--- src/rtl/cfgslot_pkg.sv ---
package cfgslot_pkg;
  typedef enum logic {
    SCAN_IDLE = 1'b0,
    SCAN_RUN  = 1'b1
  } scan_state_e;
endpackage

--- src/rtl/cfgslot_store.sv ---
module cfgslot_store #(
  parameter int NUM_SLOTS = 8,
  parameter int ID_W      = 3,
  localparam int IDX_W    = $clog2(NUM_SLOTS),
  localparam int CNT_W    = $clog2(NUM_SLOTS + 1)
) (
  input  logic             clk,
  input  logic             rst_n,
  input  logic             wr_en,
  input  logic [ID_W-1:0]  wr_id,
  input  logic [IDX_W-1:0] rd_idx,
  output logic [ID_W-1:0]  rd_id,
  output logic [CNT_W-1:0] fill,
  output logic             full
);

  logic [ID_W-1:0]  rec_q [NUM_SLOTS];
  logic [CNT_W-1:0] fill_q, fill_d;

  // one write strobe per slot, selected by the fill level
  for (genvar g = 0; g < NUM_SLOTS; g++) begin : g_slot
    logic slot_we;
    assign slot_we = wr_en && (fill_q == CNT_W'(g));
    always_ff @(posedge clk) begin
      if (slot_we) rec_q[g] <= wr_id;
    end
  end

  always_comb begin
    fill_d = fill_q;
    if (wr_en && !full) fill_d = fill_q + CNT_W'(1);
  end

  always_ff @(posedge clk or negedge rst_n) begin
    if (!rst_n) fill_q <= '0;
    else        fill_q <= fill_d;
  end

  assign full  = (fill_q == CNT_W'(NUM_SLOTS));
  assign fill  = fill_q;
  assign rd_id = rec_q[rd_idx];


  fill_bound_chk: assert property (@(posedge clk) disable iff (!rst_n)
    fill_q <= CNT_W'(NUM_SLOTS));


  no_write_when_full_chk: assert property (@(posedge clk) disable iff (!rst_n)
    wr_en |-> !full);

endmodule

--- src/rtl/cfgslot_scan.sv ---
module cfgslot_scan
  import cfgslot_pkg::*;
#(
  parameter int NUM_SLOTS = 8,
  parameter int ID_W      = 3,
  localparam int IDX_W    = $clog2(NUM_SLOTS),
  localparam int CNT_W    = $clog2(NUM_SLOTS + 1)
) (
  input  logic             clk,
  input  logic             rst_n,
  input  logic             start,
  input  logic [ID_W-1:0]  start_id,
  input  logic [CNT_W-1:0] fill,
  output logic [IDX_W-1:0] rd_idx,
  input  logic [ID_W-1:0]  rd_id,
  output logic             busy,
  output logic             hit,
  output logic             miss,
  output logic [IDX_W-1:0] hit_idx
);

  scan_state_e      state_q, state_d;
  logic [IDX_W-1:0] ptr_q, ptr_d;
  logic [ID_W-1:0]  key_q, key_d;
  logic             running, match, at_oldest;

  assign running   = (state_q == SCAN_RUN);
  assign match     = (rd_id == key_q);
  assign at_oldest = (ptr_q == '0);

  always_comb begin
    state_d = state_q;
    ptr_d   = ptr_q;
    key_d   = key_q;
    hit     = 1'b0;
    miss    = 1'b0;
    if (running) begin
      if (match) begin
        hit     = 1'b1;
        state_d = SCAN_IDLE;
      end else if (at_oldest) begin
        miss    = 1'b1;
        state_d = SCAN_IDLE;
      end else begin
        ptr_d = ptr_q - IDX_W'(1);
      end
    end else if (start) begin
      key_d = start_id;
      if (fill == '0) begin
        miss = 1'b1;
      end else begin
        ptr_d   = IDX_W'(fill - CNT_W'(1));
        state_d = SCAN_RUN;
      end
    end
  end

  always_ff @(posedge clk or negedge rst_n) begin
    if (!rst_n) begin
      state_q <= SCAN_IDLE;
      ptr_q   <= '0;
      key_q   <= '0;
    end else begin
      state_q <= state_d;
      ptr_q   <= ptr_d;
      key_q   <= key_d;
    end
  end

  assign rd_idx  = ptr_q;
  assign hit_idx = ptr_q;
  assign busy    = running;


  scan_step_down_chk: assert property (@(posedge clk) disable iff (!rst_n)
    (running && !hit && !miss) |=> (running && ptr_q == $past(ptr_q) - IDX_W'(1)));


  scan_in_range_chk: assert property (@(posedge clk) disable iff (!rst_n)
    running |-> (CNT_W'(ptr_q) < fill));


  hit_miss_excl_chk: assert property (@(posedge clk) disable iff (!rst_n)
    !(hit && miss));

endmodule

--- src/rtl/cfgslot_mgr.sv ---
module cfgslot_mgr #(
  parameter int NUM_SLOTS = 8,
  parameter int ID_W      = 3,
  localparam int IDX_W    = $clog2(NUM_SLOTS),
  localparam int CNT_W    = $clog2(NUM_SLOTS + 1)
) (
  input  logic             clk,
  input  logic             rst_n,
  input  logic             save_req,
  input  logic [ID_W-1:0]  save_id,
  input  logic             load_req,
  input  logic [ID_W-1:0]  load_id,
  output logic             busy,
  output logic             store_full,
  output logic             full_err,
  output logic             not_found,
  output logic             load_done,
  output logic             slot_valid,
  output logic [IDX_W-1:0] slot_idx
);

  logic             save_go, load_go, wr_en, save_rej;
  logic             hit, miss, scan_busy, full;
  logic [IDX_W-1:0] rd_idx, hit_idx;
  logic [ID_W-1:0]  rd_id;
  logic [CNT_W-1:0] fill;

  logic             full_err_q, full_err_d;
  logic             nf_q, nf_d;
  logic             done_q, done_d;
  logic             valid_q, valid_d;
  logic [IDX_W-1:0] idx_q, idx_d;

  // request acceptance: idle only, save wins over load
  assign save_go  = save_req && !scan_busy;
  assign load_go  = load_req && !scan_busy && !save_req;
  assign wr_en    = save_go && !full;
  assign save_rej = save_go && full;

  cfgslot_store #(.NUM_SLOTS(NUM_SLOTS), .ID_W(ID_W)) u_store (
    .clk    (clk),
    .rst_n  (rst_n),
    .wr_en  (wr_en),
    .wr_id  (save_id),
    .rd_idx (rd_idx),
    .rd_id  (rd_id),
    .fill   (fill),
    .full   (full)
  );

  cfgslot_scan #(.NUM_SLOTS(NUM_SLOTS), .ID_W(ID_W)) u_scan (
    .clk      (clk),
    .rst_n    (rst_n),
    .start    (load_go),
    .start_id (load_id),
    .fill     (fill),
    .rd_idx   (rd_idx),
    .rd_id    (rd_id),
    .busy     (scan_busy),
    .hit      (hit),
    .miss     (miss),
    .hit_idx  (hit_idx)
  );

  always_comb begin
    full_err_d = full_err_q;
    if (save_rej)               full_err_d = 1'b1;
    else if (save_go || load_go) full_err_d = 1'b0;

    nf_d = nf_q;
    if (miss)         nf_d = 1'b1;
    else if (hit)     nf_d = 1'b0;
    else if (load_go) nf_d = 1'b0;

    idx_d   = hit ? hit_idx : idx_q;
    valid_d = hit ? 1'b1 : valid_q;
    done_d  = hit || miss;
  end

  always_ff @(posedge clk or negedge rst_n) begin
    if (!rst_n) begin
      full_err_q <= 1'b0;
      nf_q       <= 1'b0;
      done_q     <= 1'b0;
      valid_q    <= 1'b0;
      idx_q      <= '0;
    end else begin
      full_err_q <= full_err_d;
      nf_q       <= nf_d;
      done_q     <= done_d;
      valid_q    <= valid_d;
      idx_q      <= idx_d;
    end
  end

  assign busy       = scan_busy;
  assign store_full = full;
  assign full_err   = full_err_q;
  assign not_found  = nf_q;
  assign load_done  = done_q;
  assign slot_valid = valid_q;
  assign slot_idx   = idx_q;


  busy_freeze_chk: assert property (@(posedge clk) disable iff (!rst_n)
    scan_busy |=> (fill == $past(fill)));


  reject_keeps_fill_chk: assert property (@(posedge clk) disable iff (!rst_n)
    save_rej |=> (full_err && fill == $past(fill)));


  miss_keeps_slot_chk: assert property (@(posedge clk) disable iff (!rst_n)
    miss |=> (not_found && load_done && $stable(slot_idx) && $stable(slot_valid)));


  hit_reports_slot_chk: assert property (@(posedge clk) disable iff (!rst_n)
    hit |=> (slot_valid && !not_found && slot_idx == $past(hit_idx)));


  save_wins_chk: assert property (@(posedge clk) disable iff (!rst_n)
    (save_req && load_req && !scan_busy) |=> !scan_busy);

endmodule

--- config.mk ---
export PLATFORM = sky130hd
export DESIGN_NAME = cfgslot_mgr
export DESIGN_NICKNAME = d
export VERILOG_FILES = /design/src/rtl/cfgslot_pkg.sv /design/src/rtl/cfgslot_store.sv /design/src/rtl/cfgslot_scan.sv /design/src/rtl/cfgslot_mgr.sv
export SDC_FILE = /design/constraint.sdc
export NUM_CORES = 1
export LEC_CHECK = 0
export ABC_AREA = 1
export BUFFER_PORTS_ARGS = -buffer_cell sky130_fd_sc_hd__buf_2
export CAP_MARGIN = 20
export CORE_UTILIZATION = 56
export CTS_BUF_LIST = sky130_fd_sc_hd__clkbuf_4 sky130_fd_sc_hd__clkbuf_8 sky130_fd_sc_hd__clkbuf_16
export DETAILED_ROUTE_END_ITERATION = 8
export PLACE_DENSITY_LB_ADDON = 0.12
export SKIP_LAST_GASP = 1
export SLEW_MARGIN = 5
export SYNTH_ARGS = -nofsm -noshare
export SYNTH_HDL_FRONTEND = slang
export SYNTH_SLANG_ARGS = --single-unit
export TNS_END_PERCENT = 20
--- constraint.sdc ---
create_clock -name clk -period 1.8 [get_ports clk]
set_input_delay 0.36 -clock clk [delete_from_list [all_inputs] [get_ports clk]]
set_output_delay 0.36 -clock clk [all_outputs]
set_load 0.03 [all_outputs]
[After elaboration in Yosys (flattened, before gate mapping)]
Memories as Yosys holds them, arrays and structs flattened.
Cells that the tools add are included.
Storage, ports and cells
  flip-flop bits (word level): 18
  memories kept: 1
  bits in writable memories: 24
  bits in latches: 0
  ROM bits: 0
Operators by class
  reduce and logical (&&, ||, !) cells: 33
  multipliers: 0
  bitwise logic cells: 1
  magnitude comparators: 0
  divide/modulo/power cells: 0
  equality and inequality tests: 12
  add/subtract/negate cells: 3
  muxes and demuxes: 59
  shift-type cells: 0
Memories
  u_store.rec_q: words 8, bits a word 3, read ports 1, clocked after memory_dff 0, wr ports 1, RTL line cfgslot_store.sv:17  | logic [ID_W-1:0] rec_q [NUM_SLOTS];
Operators by type and width (count)
  3-bit 2-to-1 mux: 19
  1-bit 2-to-1 mux: 40
  3-bit OR reduction: 7
  4-bit by 3-bit equality test with 1-bit output (second input constant): 4
  1-bit logical AND: 14
  4-bit by 2-bit equality test with 1-bit output (second input constant): 2
  3-bit by 1-bit subtractor with 3-bit output (second input constant): 2
  4-bit by 1-bit adder with 4-bit output (second input constant): 1
  4-bit by 1-bit equality test with 1-bit output (second input constant): 1
  4-bit equality test (second input constant): 1
  4-bit zero test: 1
  2-bit != test (second input constant): 2
  4-bit AND reduction: 1
  2-bit nonzero test: 2
  3-bit equality test: 1
  1-bit zero test: 3
  3-bit zero test: 1
  3-bit nonzero test: 1
  1-bit logical OR: 2
  2-bit by 1-bit != test with 1-bit output (second input constant): 1
  2-bit AND reduction: 1
  1-bit inverter: 1

[Longest topological paths before layout]
  depth in word-level cells: 14
  gate-level depth with buffers: 13
  mapped depth without buffers: 12

[Hierarchy]
From an unflattened synthesis, not the netlist that was laid out.
Second synthesis, totals
  cell total of the unflattened synthesis: 235
  area, all modules: 2078.2 um^2
Modules (own cells, without submodules)
  cfgslot_store: cells an instance 143, sequential area each 820.8 um^2, area an instance 1345.0 um^2, times used 1
  cfgslot_scan: cells an instance 59, sequential area each 175.2 um^2, area an instance 452.9 um^2, times used 1
  cfgslot_mgr: cells an instance 33, sequential area each 175.2 um^2, area an instance 280.3 um^2, times used 1

[Least setup slack after synthesis]
Ideal clock, no wire load.
  path type: reg-to-reg
  start point: register u_store.fill_q[0], in the netlist u_store.fill[0]
  end point: memory u_store.rec_q[1][0], enable pin
  buffers on the path: 0
  required time: 1543 ps
  cell stages (with the launch flop): 8
  setup time: 257 ps
  clock period less this slack: 2146 ps
  data arrival time: 1889 ps
  slack: -346 ps
  path through: dfrtp_1 -> inv_1 -> ha_1 -> inv_2 -> nor3_1 -> inv_2 -> nand2_1 -> nor3_1
Between the ends
  word-level cells in the longest chain between the ends: 14
RTL lines
  start, declared: RTL line cfgslot_store.sv:18  | logic [CNT_W-1:0] fill_q, fill_d;
  start signal, assigned: RTL line cfgslot_store.sv:36  | else fill_q <= fill_d;
  4-bit equality test *: RTL line cfgslot_store.sv:39  | assign full = (fill_q == CNT_W'(NUM_SLOTS));
  via store_full: RTL line cfgslot_mgr.sv:14  | output logic store_full,
  1-bit zero test *: RTL line cfgslot_mgr.sv:37  | assign wr_en = save_go && !full;
  1-bit logical AND *: RTL line cfgslot_mgr.sv:37
  1-bit logical AND *: RTL line cfgslot_store.sv:23  | assign slot_we = wr_en && (fill_q == CNT_W'(g));
  via u_store.g_slot[1].slot_we: RTL line cfgslot_store.sv:22  | logic slot_we;
  1-bit 2-to-1 mux *: RTL line cfgslot_store.sv:25  | if (slot_we) rec_q[g] <= wr_id;
  1-bit 2-to-1 mux (implied by the code) *: RTL line cfgslot_store.sv:25
  3-bit OR reduction (no source line)
  3-bit 2-to-1 mux (no source line) or 1-bit 2-to-1 mux (tied branches) (7 in series)
  end, declared: RTL line cfgslot_store.sv:17
Mark *: on every way through the listed nets, which the timed path passes. The rest lies on a longest branch.

[Final worst setup path]
  start point: register u_store.fill_q[0], in the netlist u_store.fill[0]
  end point: output port store_full
Between the ends
  word-level cells in the longest chain between the ends: 1
RTL lines (RTL line)
  4-bit equality test: cfgslot_store.sv:39
  end, declared: cfgslot_mgr.sv:14
Every way passes these cells.

==> out/qor.yml <==
critical_path:
  path_max_fanout: 4
  crit_arrival_ns: 1.41
  worst-setup-path-type: "flop to output pin"
  cp-end-kind: "output pin"
  worstPathRequired_ns: 1.44
  cp-start-kind: "flop"
  regToRegEndpoint: "load_done$_DFF_PN0_"
  crit_path_start: "u_store.fill[0]$_DFFE_PN0P_"
  reg2regPathDepth: 10
  rrSetupSlack_ns: 0.14
  r2r-start: "u_scan.hit_idx[0]$_DFFE_PN0P_"
synth:
  syn-cell-area_um2: 2020
  synth_fp_nets: 239
  synth-main-ff-cell: "edfxtp_1"
  ys.warnings.count: 0
  ys_ff_latch: 42
  async_reset_ff_share_pct: 42.9
  yosys.area.top_type: "edfxtp_1"
  synth_top_area_share_pct: 35.7
  synth_seq_area_share_pct: 58.0
  synth.distinct_cells: 20
  synth.area.top_cells: "edfxtp_1, dfrtp_1, nand2_1, nand3_1, inv_1"
  synth.most_common_cell: "nand2_1"
  synth_edf_count: 24
  synthTopCellsByCount: "nand2_1, inv_1, nand3_1"
  synthCells: 224
  avgSynthCellArea_um2: 9.01
power:
  ir_worst_vdd_v: 0.000909
  total_power_mw: 3.66
  clockPowerShare_pct: 12.9
  p_leak_nw: 1.14
  intPower_mw: 2.06
  p_sw_share_pct: 43.9
  powerDensity_nw_per_um2: 1570
  comb_power_share_pct: 49.5
  seqPwrFrac_pct: 37.6
  p_switching_mw: 1.61
flow_run:
  maxCapViolCount: 0
timing:
  fin_crit_ns: 1.77
  finalSetupViolCount: 0
  worstMarginPinSlew_ns: 0.417
  slew_headroom_pct: 72.0
  fin_skew_ns: 0.00830
  rsz0062_at_grt: "true"
  hold_ws_ns: 0.211
  maxSlewViolCount: 0
  setup-tns-final_ns: 0
  worst_slack_ns: 0.0264
  hold_violations: 0
  clock.fmax_mhz: 564
  finalCritPeriodShare_pct: 98.5
routing:
  dr.first_iter.drc_count: 65
  firstDrtPassIters: 4
  dr_total_vias: 1502
  final_antenna_net_count: 0
  wl_mm: 3.87
  drc_errors: 0
  via_per_inst: 4.94
  wl_per_cell_um: 12.7
finish:
  final_cell_area_um2: 2330
  area_delta_synth_final_pct: 15.6
  num-nets-final: 272
  layout.cells.non_filler: 304
  diodes: 0
  drive_gt1_share_pct: 22.5
  final_core_util_pct: 68.8
clock_network:
  clock_tree.buffer_depth: 2
  insertion_delay_ns: 0.35
  htree_levels: 2
  clock-sinks: 42
  clk_pin_slew_ns: 0.12
  cts-root-buf: "clkbuf_4"
  cts_buffers: 5
  cts_tree: "done"
place:
  dp_hpwl_mm: 2.76
  place_congestion: 0.846
  numPortBuffers: 18
  place_inst: 292
  placed_area_um2: 2210
  pre_cts_slack_ns: 0.0876
min_path:
  worstHoldPathType: "input pin to flop"
  worstHoldStart: "load_id[1]"
  worstHoldPathCells: 3
  holdPathEnd: "u_scan.key_q[1]$_DFFE_PN0P_"
grt:
  grt_pass1_vias: 1330
  grt_pass1_wl_mm: 5.87
  grt_max_degree: 19
  gr-total-overflow: 0
  track_usage_pct: 22.1
  antenna_found_initial: 0
die:
  num_rows: 21
  initial_core_util_pct: 59.5
  die_area_um2: 3850
  die_x_um: 62.0
  design.core.area_um2: 3390
  dieHeight_um: 62.0
  io-pin-count: 19
run_status:
  status: "finished, final reports clean"
==> per-layer routing <==
metal	vias up	track usage, %	wire [µm]
met2	26	34.7	1830
met3	12	6.63	127
met1	691	28.7	1820
met4	0	9.21	95
li1	773	-	-
met5	-	0	0
==> area by class of cell <==
type / instances / area, µm²
clock buffers: 6 / 45.0
clock inverters: 2 / 13.8
fillers: 294 / 1060
inverters: 49 / 189
multi-input cells: 128 / 657
flip-flops and latches: 42 / 1170
well taps: 46 / 57.6
repair buffers: 31 / 200
==> critical path: stages, from the launching register on <==
cell and delay, ns:
dfrtp_1 0.42, inv_2 0.08, ha_4 0.14, inv_4 0.04, nor3_4 0.23, buf_6 0.17
==> cell families after synthesis <==
family          Yosys count  synth area share [%]
simple gates            104                  22.3
buf+inv                  54                  11.0
flops                    42                  58.0
compound gates           15                  3.84
fa+ha+maj                 5                  3.10
xor+xnor                  4                  1.74
==> worst max-delay path by stage <==
stage | to | slack [ns] | cells past startpoint
2_1_floorplan | u_store.rec_q[1][0]$_DFFE_PP_ | 0.14 | 7
3_3_place_gp | u_store.rec_q[6][2]$_DFFE_PP_ | 0.09 | 7
3_5_place_dp | u_store.rec_q[6][1]$_DFFE_PP_ | 0.09 | 7
4_1_cts | store_full | 0.008 | 5
5_1_grt | store_full | -0.04 | 5
6_report | store_full | 0.03 | 5
==> repair_timing <==
| item | in CTS | in global routing |
|---|---|---|
| resized for setup | 3 | 7 |
| setup buffers | 0 | 3 |
| endpoints found under the setup margin | 1 | 11 |
| pin swaps | 1 | 2 |
| hold buffers | 1 | 0 |
| hold endpoints to repair | 18 | 0 |
==> layout by cell type, fill, tap and decap left out <==
master and instances:
nand4_4 1, dlygate4sd3_1 1, inv_4 2, edfxtp_1 24, nor3_1 4, nor2_1 10, ha_4 1, clkbuf_4 6
buf_4 11, ha_1 4, o21ai_0 9, inv_2 15, nand4_1 4, o21ai_1 3, nand2_1 57, a21oi_1 2
a22oi_1 1, buf_2 17, nand3_1 27, clkinv_4 1, dfrtp_1 18, clkinv_2 1, xor2_1 4, buf_6 2
nor3_4 1, inv_1 32
==> state kept, by name (all words and copies together), names as in the netlist <==
register and flops:
u_store.rec_q 24, u_store.fill 4, slot_idx 3, u_scan.hit_idx 3, u_scan.key_q 3, full_err 1
load_done 1, not_found 1, slot_valid 1, u_scan.busy 1
==> power groups by stage <==
stage / combinational [mW] / sequential (mW) / clock [mW]
floorplan: 1.11 / 1.52 / 0
global placement: 1.64 / 1.38 / 0
detailed placement: 1.66 / 1.39 / 0
CTS: 1.68 / 1.37 / 0.482
global route: 2.04 / 1.41 / 0.511
finish: 1.81 / 1.38 / 0.472
No activity file was read; power rests on OpenSTA's default activity.
